## src/rtl/pll_regs_pkg.sv

```systemverilog
package pll_regs_pkg;
    localparam logic [7:0] OFS_CFG  = 8'h08;
    localparam logic [7:0] OFS_KEY0 = 8'h10;
    localparam logic [7:0] OFS_KEY1 = 8'h14;
    localparam logic [7:0] OFS_CTRL = 8'h20;
    localparam logic [7:0] OFS_STAT = 8'h24;
    localparam logic [7:0] OFS_FINT = 8'h30;
    localparam logic [7:0] OFS_FFRC = 8'h34;
    localparam logic [7:0] OFS_RDIV = 8'h38;
    localparam logic [7:0] OFS_CALC = 8'h60;
    localparam logic [7:0] OFS_CALS = 8'h64;

    localparam logic [31:0] KEY0_VAL = 32'h68EF_3490;
    localparam logic [31:0] KEY1_VAL = 32'hD172_BC5A;

    localparam int CTRL_BYP_BIT = 31;
    localparam int CTRL_EN_BIT  = 15;
    localparam int CTRL_DSM_BIT = 1;
    localparam int CAL_EN_BIT   = 31;
    localparam int CAL_BYP_BIT  = 15;

    localparam int FINT_W = 12;
    localparam int FFRC_W = 24;
    localparam int RDIV_W = 6;
    localparam int ODIV_W = 16;

    typedef struct packed {
        logic              byp;
        logic              en;
        logic              dsm;
        logic [FINT_W-1:0] fint;
        logic [FFRC_W-1:0] ffrc;
        logic [RDIV_W-1:0] rdiv;
    } core_regs_t;
endpackage

```

## src/rtl/pll_key_gate.sv

```systemverilog
module pll_key_gate
    import pll_regs_pkg::*;
(
    input  logic        clk,
    input  logic        rst_n,
    input  logic        key0_wr,
    input  logic        key1_wr,
    input  logic [31:0] wdata,
    output logic        unlocked
);
    typedef struct packed {
        logic armed;
        logic open;
    } key_st_t;

    key_st_t st_d, st_q;

    always_comb begin
        st_d = st_q;
        if (key0_wr) begin
            st_d.armed = (wdata == KEY0_VAL);
            if (wdata != KEY0_VAL) st_d.open = 1'b0;
        end
        if (key1_wr) begin
            st_d.open  = (wdata == KEY1_VAL) && (st_q.armed || st_q.open);
            st_d.armed = 1'b0;
        end
    end

    always_ff @(posedge clk or negedge rst_n) begin
        if (!rst_n) st_q <= '0;
        else        st_q <= st_d;
    end

    assign unlocked = st_q.open;
endmodule

```

## src/rtl/pll_lock_model.sv

```systemverilog
module pll_lock_model #(
    parameter int LOCK_CYCLES = 16,
    parameter int CAL_CYCLES  = 8
) (
    input  logic clk,
    input  logic rst_n,
    input  logic run,
    input  logic cal_wr,
    input  logic cal_go,
    output logic pll_lock,
    output logic cal_lock
);
    localparam int LW = $clog2(LOCK_CYCLES + 1);
    localparam int CW = $clog2(CAL_CYCLES + 1);
    localparam logic [LW-1:0] LMAX = LW'(LOCK_CYCLES);
    localparam logic [CW-1:0] CMAX = CW'(CAL_CYCLES);

    typedef struct packed {
        logic [LW-1:0] lk_cnt;
        logic          cal_run;
        logic [CW-1:0] cal_cnt;
    } lm_st_t;

    lm_st_t st_d, st_q;

    always_comb begin
        st_d = st_q;
        if (!run)                  st_d.lk_cnt = '0;
        else if (st_q.lk_cnt != LMAX) st_d.lk_cnt = st_q.lk_cnt + 1'b1;

        if (cal_wr) begin
            st_d.cal_run = cal_go;
            st_d.cal_cnt = '0;
        end else if (st_q.cal_run && st_q.cal_cnt != CMAX) begin
            st_d.cal_cnt = st_q.cal_cnt + 1'b1;
        end
    end

    always_ff @(posedge clk or negedge rst_n) begin
        if (!rst_n) st_q <= '0;
        else        st_q <= st_d;
    end

    assign pll_lock = run && (st_q.lk_cnt == LMAX);
    assign cal_lock = st_q.cal_run && (st_q.cal_cnt == CMAX);
endmodule

```

## src/rtl/pll_div_bank.sv

```systemverilog
module pll_div_bank
    import pll_regs_pkg::*;
#(
    parameter int                 NUM_DIV     = 16,
    parameter logic [NUM_DIV-1:0] DIV_PRESENT = '1
) (
    input  logic              clk,
    input  logic              rst_n,
    input  logic              wr,
    input  logic [3:0]        idx,
    input  logic [ODIV_W-1:0] wdata,
    output logic [ODIV_W-1:0] rd_val,
    output logic [NUM_DIV-1:0] clkout_en
);
    logic [ODIV_W-1:0] dv [NUM_DIV];

    for (genvar i = 0; i < NUM_DIV; i++) begin : g_div
        if (DIV_PRESENT[i]) begin : g_on
            logic [ODIV_W-1:0] dv_d, dv_q;
            always_comb dv_d = (wr && idx == 4'(i)) ? wdata : dv_q;
            always_ff @(posedge clk or negedge rst_n) begin
                if (!rst_n) dv_q <= '0;
                else        dv_q <= dv_d;
            end
            assign dv[i] = dv_q;
        end else begin : g_off
            assign dv[i] = '0;
        end
        assign clkout_en[i] = dv[i][ODIV_W-1];
    end

    always_comb begin
        rd_val = '0;
        for (int i = 0; i < NUM_DIV; i++)
            if (idx == 4'(i)) rd_val = dv[i];
    end
endmodule

```

## src/rtl/pll_regfile.sv

```systemverilog
module pll_regfile
    import pll_regs_pkg::*;
#(
    parameter int                 NUM_DIV     = 16,
    parameter logic [NUM_DIV-1:0] DIV_PRESENT = '1,
    parameter logic [1:0]         PLL_TYPE    = 2'd1,
    parameter int                 LOCK_CYCLES = 16,
    parameter int                 CAL_CYCLES  = 8
) (
    input  logic               clk,
    input  logic               rst_n,
    input  logic               bus_wr,
    input  logic [7:0]         bus_addr,
    input  logic [31:0]        bus_wdata,
    output logic [31:0]        bus_rdata,
    output logic               unlocked,
    output logic               pll_lock,
    output logic               cal_lock,
    output logic [NUM_DIV-1:0] clkout_en
);
    localparam logic [15:0] PRESENT16 = 16'(DIV_PRESENT);
    localparam logic [31:0] CFG_WORD  = {PRESENT16, 14'd0, PLL_TYPE};

    core_regs_t r_d, r_q;

    logic              wr_ok;
    logic              div_hit;
    logic [ODIV_W-1:0] div_rd;
    logic              ctl_en, ctl_byp;
    logic [FINT_W-1:0] fb_int;

    assign wr_ok   = bus_wr && unlocked;
    assign div_hit = (bus_addr[7:6] == 2'b10) && (bus_addr[1:0] == 2'b00);
    assign ctl_en  = r_q.en;
    assign ctl_byp = r_q.byp;
    assign fb_int  = r_q.fint;

    pll_key_gate u_keys (
        .clk      (clk),
        .rst_n    (rst_n),
        .key0_wr  (bus_wr && bus_addr == OFS_KEY0),
        .key1_wr  (bus_wr && bus_addr == OFS_KEY1),
        .wdata    (bus_wdata),
        .unlocked (unlocked)
    );

    pll_lock_model #(
        .LOCK_CYCLES (LOCK_CYCLES),
        .CAL_CYCLES  (CAL_CYCLES)
    ) u_lock (
        .clk      (clk),
        .rst_n    (rst_n),
        .run      (r_q.en && !r_q.byp),
        .cal_wr   (wr_ok && bus_addr == OFS_CALC),
        .cal_go   (bus_wdata[CAL_EN_BIT] && !bus_wdata[CAL_BYP_BIT]),
        .pll_lock (pll_lock),
        .cal_lock (cal_lock)
    );

    pll_div_bank #(
        .NUM_DIV     (NUM_DIV),
        .DIV_PRESENT (DIV_PRESENT)
    ) u_divs (
        .clk       (clk),
        .rst_n     (rst_n),
        .wr        (wr_ok && div_hit),
        .idx       (bus_addr[5:2]),
        .wdata     (bus_wdata[ODIV_W-1:0]),
        .rd_val    (div_rd),
        .clkout_en (clkout_en)
    );

    always_comb begin
        r_d = r_q;
        if (wr_ok) begin
            case (bus_addr)
                OFS_CTRL: begin
                    r_d.byp = bus_wdata[CTRL_BYP_BIT];
                    r_d.en  = bus_wdata[CTRL_EN_BIT];
                    r_d.dsm = bus_wdata[CTRL_DSM_BIT];
                end
                OFS_FINT: r_d.fint = bus_wdata[FINT_W-1:0];
                OFS_FFRC: r_d.ffrc = bus_wdata[FFRC_W-1:0];
                OFS_RDIV: r_d.rdiv = bus_wdata[RDIV_W-1:0];
                default: ;
            endcase
        end
    end

    always_ff @(posedge clk or negedge rst_n) begin
        if (!rst_n) begin
            r_q      <= '0;
            r_q.byp  <= 1'b1;
            r_q.rdiv <= RDIV_W'(1);
        end else begin
            r_q <= r_d;
        end
    end

    always_comb begin
        case (bus_addr)
            OFS_CFG:  bus_rdata = CFG_WORD;
            OFS_CTRL: bus_rdata = {r_q.byp, 15'd0, r_q.en, 13'd0, r_q.dsm, 1'b0};
            OFS_STAT: bus_rdata = {31'd0, pll_lock};
            OFS_FINT: bus_rdata = {{(32-FINT_W){1'b0}}, r_q.fint};
            OFS_FFRC: bus_rdata = {{(32-FFRC_W){1'b0}}, r_q.ffrc};
            OFS_RDIV: bus_rdata = {{(32-RDIV_W){1'b0}}, r_q.rdiv};
            OFS_CALS: bus_rdata = {cal_lock, 31'd0};
            default:  bus_rdata = div_hit ? {{(32-ODIV_W){1'b0}}, div_rd} : 32'd0;
        endcase
    end
endmodule

```

## config.mk

```make
export PLATFORM = sky130hd
export DESIGN_NAME = pll_regfile
export DESIGN_NICKNAME = d
export VERILOG_FILES = /design/src/rtl/pll_regs_pkg.sv /design/src/rtl/pll_key_gate.sv /design/src/rtl/pll_lock_model.sv /design/src/rtl/pll_div_bank.sv /design/src/rtl/pll_regfile.sv
export SDC_FILE = /design/constraint.sdc
export NUM_CORES = 1
export LEC_CHECK = 0
export BUFFER_PORTS_ARGS = -buffer_cell sky130_fd_sc_hd__buf_2
export CAP_MARGIN = 20
export CORE_ASPECT_RATIO = 0.9
export CORE_MARGIN = 4
export CORE_UTILIZATION = 53
export CTS_BUF_LIST = sky130_fd_sc_hd__clkbuf_4 sky130_fd_sc_hd__clkbuf_8
export CTS_CLUSTER_SIZE = 28
export DETAILED_ROUTE_END_ITERATION = 10
export MAX_ROUTING_LAYER = met4
export PLACE_DENSITY_LB_ADDON = 0.05
export SKIP_CTS_REPAIR_TIMING = 1
export SLEW_MARGIN = 20
export SYNTH_ARGS = -nofsm -noshare
export SYNTH_HDL_FRONTEND = slang
export SYNTH_SLANG_ARGS = --single-unit
```

## constraint.sdc

```tcl
create_clock -name clk -period 2.6 [get_ports clk]
set_input_delay 0.13 -clock clk [delete_from_list [all_inputs] [get_ports clk]]
set_output_delay 0.13 -clock clk [all_outputs]
set_load 0.01 [all_outputs]
```

# Yosys cells after proc, flatten, opt, wreduce, memory -nomap -nowiden
# Cells that the tools add are included.
dict set report word_totals {
  reg_bits 313
  out_inout_bits 51
}
dict set report classes {
  addsub 2
  eq_ne 34
  mux 25
  n_reduce_logical 41
}
# operator count
set ops {}
lappend ops {{$mux 16} 17}
lappend ops {{$pmux 32 s7} 1}
lappend ops {{$eq 8x6->1 const B} 5}
lappend ops {{$eq 4x4->1 const B} 9}
lappend ops {{$eq 32x31->1 const B} 1}
lappend ops {{$eq 32x32->1 const B} 1}
lappend ops {{$ne 32x31->1 const B} 1}
lappend ops {{$logic_and 1x1->1} 28}
lappend ops {{$eq 4x3->1 const B} 4}
lappend ops {{$eq 8x5->1 const B} 2}
lappend ops {{$eq 8x7->1 const B} 2}
lappend ops {{$mux 5} 2}
lappend ops {{$reduce_and 2->1} 5}
lappend ops {{$eq 4x2->1 const B} 2}
lappend ops {{$eq 8x4->1 const B} 1}
lappend ops {{$mux 4} 2}
lappend ops {{$reduce_bool 2->1} 3}
lappend ops {{$add 5x1->5 const B} 1}
lappend ops {{$eq 5x5->1 const B} 1}
lappend ops {{$ne 5x5->1 const B} 1}
lappend ops {{$add 4x1->4 const B} 1}
lappend ops {{$eq 4x1->1 const B} 1}
lappend ops {{$logic_not 4->1} 1}
lappend ops {{$mux 2} 2}
lappend ops {{other kinds (7)} 8}

# Logic depth before layout (Yosys ltp)
dict set report logic_depth {
  word_depth 19
  mapped_depth 10
}

# Modules after synthesis
# A second synthesis with hierarchy kept.
dict set report unflattened {
  hier_cells 1238
  hier_area_um2 15627.5
}
# module instances cells_per_inst area_each_um2
set by_module_without_submodules {}
lappend by_module_without_submodules {pll_div_bank 1 958 12303.0}
lappend by_module_without_submodules {pll_regfile 1 202 2546.2}
lappend by_module_without_submodules {pll_lock_model 1 50 538.0}
lappend by_module_without_submodules {pll_key_gate 1 28 240.2}

# Least setup slack after synthesis
# OpenSTA, ideal clock, no wires.
dict set report synth_timing {
  kind {reg-to-reg}
  from {register u_keys.st_q (netlist bit u_keys.unlocked)}
  to {register u_divs.g_div[4].g_on.dv_q[12]}
  t_arrival_ps 1850
  required_ps 2475
  path_slack_ps 625
  path_stages_with_launch 7
  cell_sequence {dfrtp_1 -> nand2_1 -> nor2_2 -> nand2_1 -> nor2_4 -> buf_4 -> mux2_2}
}
dict set report synth_between {
  elab_chain_cells 3
}
# element line_no
set synth_rtl {}
lappend synth_rtl {{start: declaration} pll_key_gate.sv:16} ;# key_st_t st_d, st_q;
lappend synth_rtl {{start signal: assignment} pll_key_gate.sv:32} ;# else st_q <= st_d;
lappend synth_rtl {{$logic_and 1x1->1} pll_regfile.sv:32} ;# assign wr_ok = bus_wr && unlocked;
lappend synth_rtl {{$logic_and 1x1->1} pll_regfile.sv:66} ;# .wr (wr_ok && div_hit),
lappend synth_rtl {{$logic_and 1x1->1} pll_div_bank.sv:20} ;# always_comb dv_d = (wr && idx == 4'(i)) ? wdata : dv_q;
lappend synth_rtl {{end signal: assignment} pll_div_bank.sv:23} ;# else dv_q <= dv_d;
lappend synth_rtl {{end: declaration} pll_div_bank.sv:19} ;# logic [ODIV_W-1:0] dv_d, dv_q;
# No other way between the ends.
# A chain may end at the register's enable or synchronous reset.

# Worst setup path in the final report
dict set report layout_timing {
  from {register u_divs.g_div[3].g_on.dv_q[0]}
  to {output bus_rdata[0]}
}
dict set report layout_between {
  elab_chain_cells 15
}
# element line_no
set layout_rtl {}
lappend layout_rtl {{start: declaration} pll_div_bank.sv:19}
lappend layout_rtl {{start signal: assignment} pll_div_bank.sv:23}
lappend layout_rtl {{$mux 16 (13 in series)} pll_div_bank.sv:35} ;# if (idx == 4'(i)) rd_val = dv[i];
lappend layout_rtl {{$mux 16} pll_regfile.sv:109} ;# default: bus_rdata = div_hit ? {{(32-ODIV_W){1'b0}}, div_rd} : 32'd0;
lappend layout_rtl {{$pmux 32 s7} pll_regfile.sv:101} ;# case (bus_addr)
lappend layout_rtl {{end: declaration} pll_regfile.sv:15} ;# output logic [31:0] bus_rdata,
# No other way between the ends.

==> results.cfg <==
[worst_setup_path]
path_buf_inv = 2
crit_fanout = 2
cp-start-kind = register
cpPeakStageDelay_ps = 410
critPathSlowestCell = nor3_1
cp-end-kind = primary output
arrival_ps = 2430
path_delay_family = simple AND/OR/NAND/NOR gates
crit_chain = mux4_2 > nor2_1 > nor3_1 > nor3_1 > buf_4 > o311ai_1 > buf_2
crit_type = register to primary output
worst-endpoint-required_ps = 2470
crit_top_cell = nor3_1

[pwr]
p_leak_nw = 8.98
p_clk_share_pct = 46.5
powerDensity_nw_per_um2 = 578
seqPwrFrac_pct = 46.6
pwr-share-comb_pct = 6.9
power_mw = 10.5
ir_drop_v = 0.000324
p_sw_mw = 2.52
swShare_pct = 24.1
internal-power_mw = 7.95

[global_route]
grt_pass1_wl_um = 70000
antenna_found_initial = 0
grt_pass1_vias = 11253
grt_max_degree = 85
overflow = 0
grt.total_usage_pct = 28.9

[floorplan]
core.rowCount = 59
die_y_um = 170
ios = 94
dieWidth_um = 188
coreArea_um2 = 28900
dieArea_um2 = 32100
initial_core_util_pct = 53.8

[synthesis]
async_reset_ff_share_pct = 100
ys_seq_area_share_pct = 50.5
ys_seq_elements = 313
ys.warnings.count = 0
yosys.area.top_type = dfrtp_1
synthesis.nets = 1326
synth_cell_types = 75
synthFlopType = dfrtp_1
syn_area_um2 = 15500
syn_area_per_cell_um2 = 12.1
synth_edf_count = 0
synth_area_leaders = dfrtp_1 50%, mux2_2 21%, mux2i_1 2.2%
synth.top_cell.area_share_pct = 50.1
syn_inst = 1279

[timing]
holdWs_ps = -1.94
tightest_slew_ps = 1030
min_period_ps = 2560
rsz0062_at_grt = yes
fin_setup_tns_ps = 0
drv_slew = 0
setup_viol = 0
hold_viol_final = 1
fin_crit_sh_pct = 98.6
worst_slack_ps = 37.5
fin_skew_ps = 27.7
max_slew_margin_pct = 31.0
fmax_mhz = 390

[detailed_routing]
drc_errors = 0
via_per_inst = 6.10
final_antenna_net_count = 0
via_count = 11345
dr.first_iter.drc_count = 1007
dr.pass1.iters = 5
avgRoutedWirePerCell_um = 24.6
drt-total-wl_um = 45600

[layout]
drive_gt1_share_pct = 43.5
fin_util_pct = 62.7
area_growth_pct = 16.6
fin_area_um2 = 18100
final_cell_mix = 311 x dfrtp_1, 287 x mux2_2, 100 x buf_4, 91 x buf_2, 71 x clkbuf_8
nets = 1470
insertedDiodeCount = 0
final_common_cell = dfrtp_1

[clock_tree]
root_buffer = clkbuf_8
cts.clk_slew.worst_paths_ps = 60
cts_buffers = 53
clock-sinks = 313
clock_path_buffers = 3
cts-htree-levels = 2
insertion_delay_ps = 590
cts_tree = built

[place]
port-buffer-count = 93
dp_hpwl_um = 31300
dp_slack_ps = 23.7
gp_congestion = 0.935
post_dp_cell_area_um2 = 16700

[min_path]
hp-class = primary input to register

[outcome]
outcome = complete, but fails checks
violations = hold timing

[job]
cap_violations = 0
[cells in the mapped netlist, types with 5 or more instances]
| library cell | instances |
|---|---|
| dfrtp_1 | 311 |
| nand2_1 | 50 |
| mux2_2 | 287 |
| a21o_1 | 12 |
| o211ai_1 | 10 |
| o2bb2ai_1 | 5 |
| o21ai_0 | 62 |
| a21oi_1 | 51 |
| nor2_1 | 54 |
| o22ai_1 | 27 |
| nor2_2 | 6 |
| buf_2 | 34 |
| buf_6 | 6 |
| nor2_4 | 5 |
| nand2b_1 | 9 |
| buf_4 | 39 |
| nand4b_1 | 6 |
| a22oi_1 | 12 |
| a221oi_1 | 6 |
| a22o_1 | 5 |
| nand3_1 | 17 |
| nor3_1 | 12 |
| mux4_2 | 9 |
| clkbuf_1 | 44 |
| a31oi_1 | 12 |
| a211oi_1 | 12 |
| nor2b_1 | 6 |
| mux2_1 | 15 |
| mux2i_1 | 34 |
| inv_1 | 16 |
| and2_1 | 6 |
[per-layer routing]
layer	share of wire [%]	up-vias	routed length, µm	track usage, %
li1	-	4982	-	-
met1	47	5795	21300	43.3
met2	44	488	20200	42.1
met3	7.4	80	3400	4.61
met4	1.6	0	728	6.15
met5	0	-	0	-
[cell families (layout without fill, tap and decap cells)]
logic type      count (synthesis)  after routing  share of synthesized area (%)
compound gates                258            258                           10.8
xor+xnor                        7              7                          0.395
fa+ha+maj                       4              4                          0.322
buf+inv                       141            325                           4.91
flops                         313            313                           50.5
mux                           345            345                           25.4
simple gates                  211            211                           7.69
[metrics by stage]
step           instances  hold WS (ps)
2_1_floorplan       1279          -166
3_3_place_gp        1752           182
3_5_place_dp        1752           180
4_1_cts             1847          -450
5_1_grt             1859          4.44
6_report            1859         -1.94
[layout make-up]
cell class | count | area [µm²]
flip-flops and latches | 313 | 7840
inverters | 16 | 60.1
multi-input cells | 825 | 6990
repair buffers | 214 | 1530
clock buffers | 87 | 1100
clock inverters | 8 | 92.6
well taps | 396 | 495
fillers | 2373 | 10800
[power groups by stage]
stage	Sequential [mW]	Combinational (mW)	Clock [mW]
floorplan	4.96	0.309	0
global placement	4.96	0.691	0
detailed placement	4.96	0.694	0
CTS	4.87	0.696	4.96
global route	4.87	0.777	5.19
finish	4.87	0.725	4.87
[path summary, 6_finish.rpt]
check / from / to / slack (ps) / cells past startpoint
min in group asynchronous: rst_n / u_lock.st_q[8] / 140 / 2
worst max-delay path: u_divs.g_div[3].g_on.dv_q[0] / bus_rdata[0] / 40 / 7
worst min-delay path: bus_wdata[14] / u_divs.g_div[13].g_on.dv_q[14] / -2 / 3
max in group asynchronous: rst_n / r_q[20] / 1600 / 3
worst max register to register: u_keys.unlocked / u_divs.g_div[7].g_on.dv_q[4] / 530 / 7
worst min register to register: u_divs.g_div[1].g_on.dv_q[14] / u_divs.g_div[1].g_on.dv_q[14] / 490 / 1
[state kept, by name, indices dropped and copies added, names as in the netlist]
register,count
fb_int,12
u_lock.st_q,10
u_keys.unlocked,1
r_q,31
u_keys.st_q,1
ctl_byp,1
u_divs.g_div.g_on.dv_q,256
ctl_en,1
[worst reg2reg max path: cells and delay by family, from the launching register on]
kind	cells	cell delay (ps)
DFF	1	460
and+or+nand+nor	4	680
buffers and inverters	2	450
muxes	1	370
(Power assumes the default switching activity.)
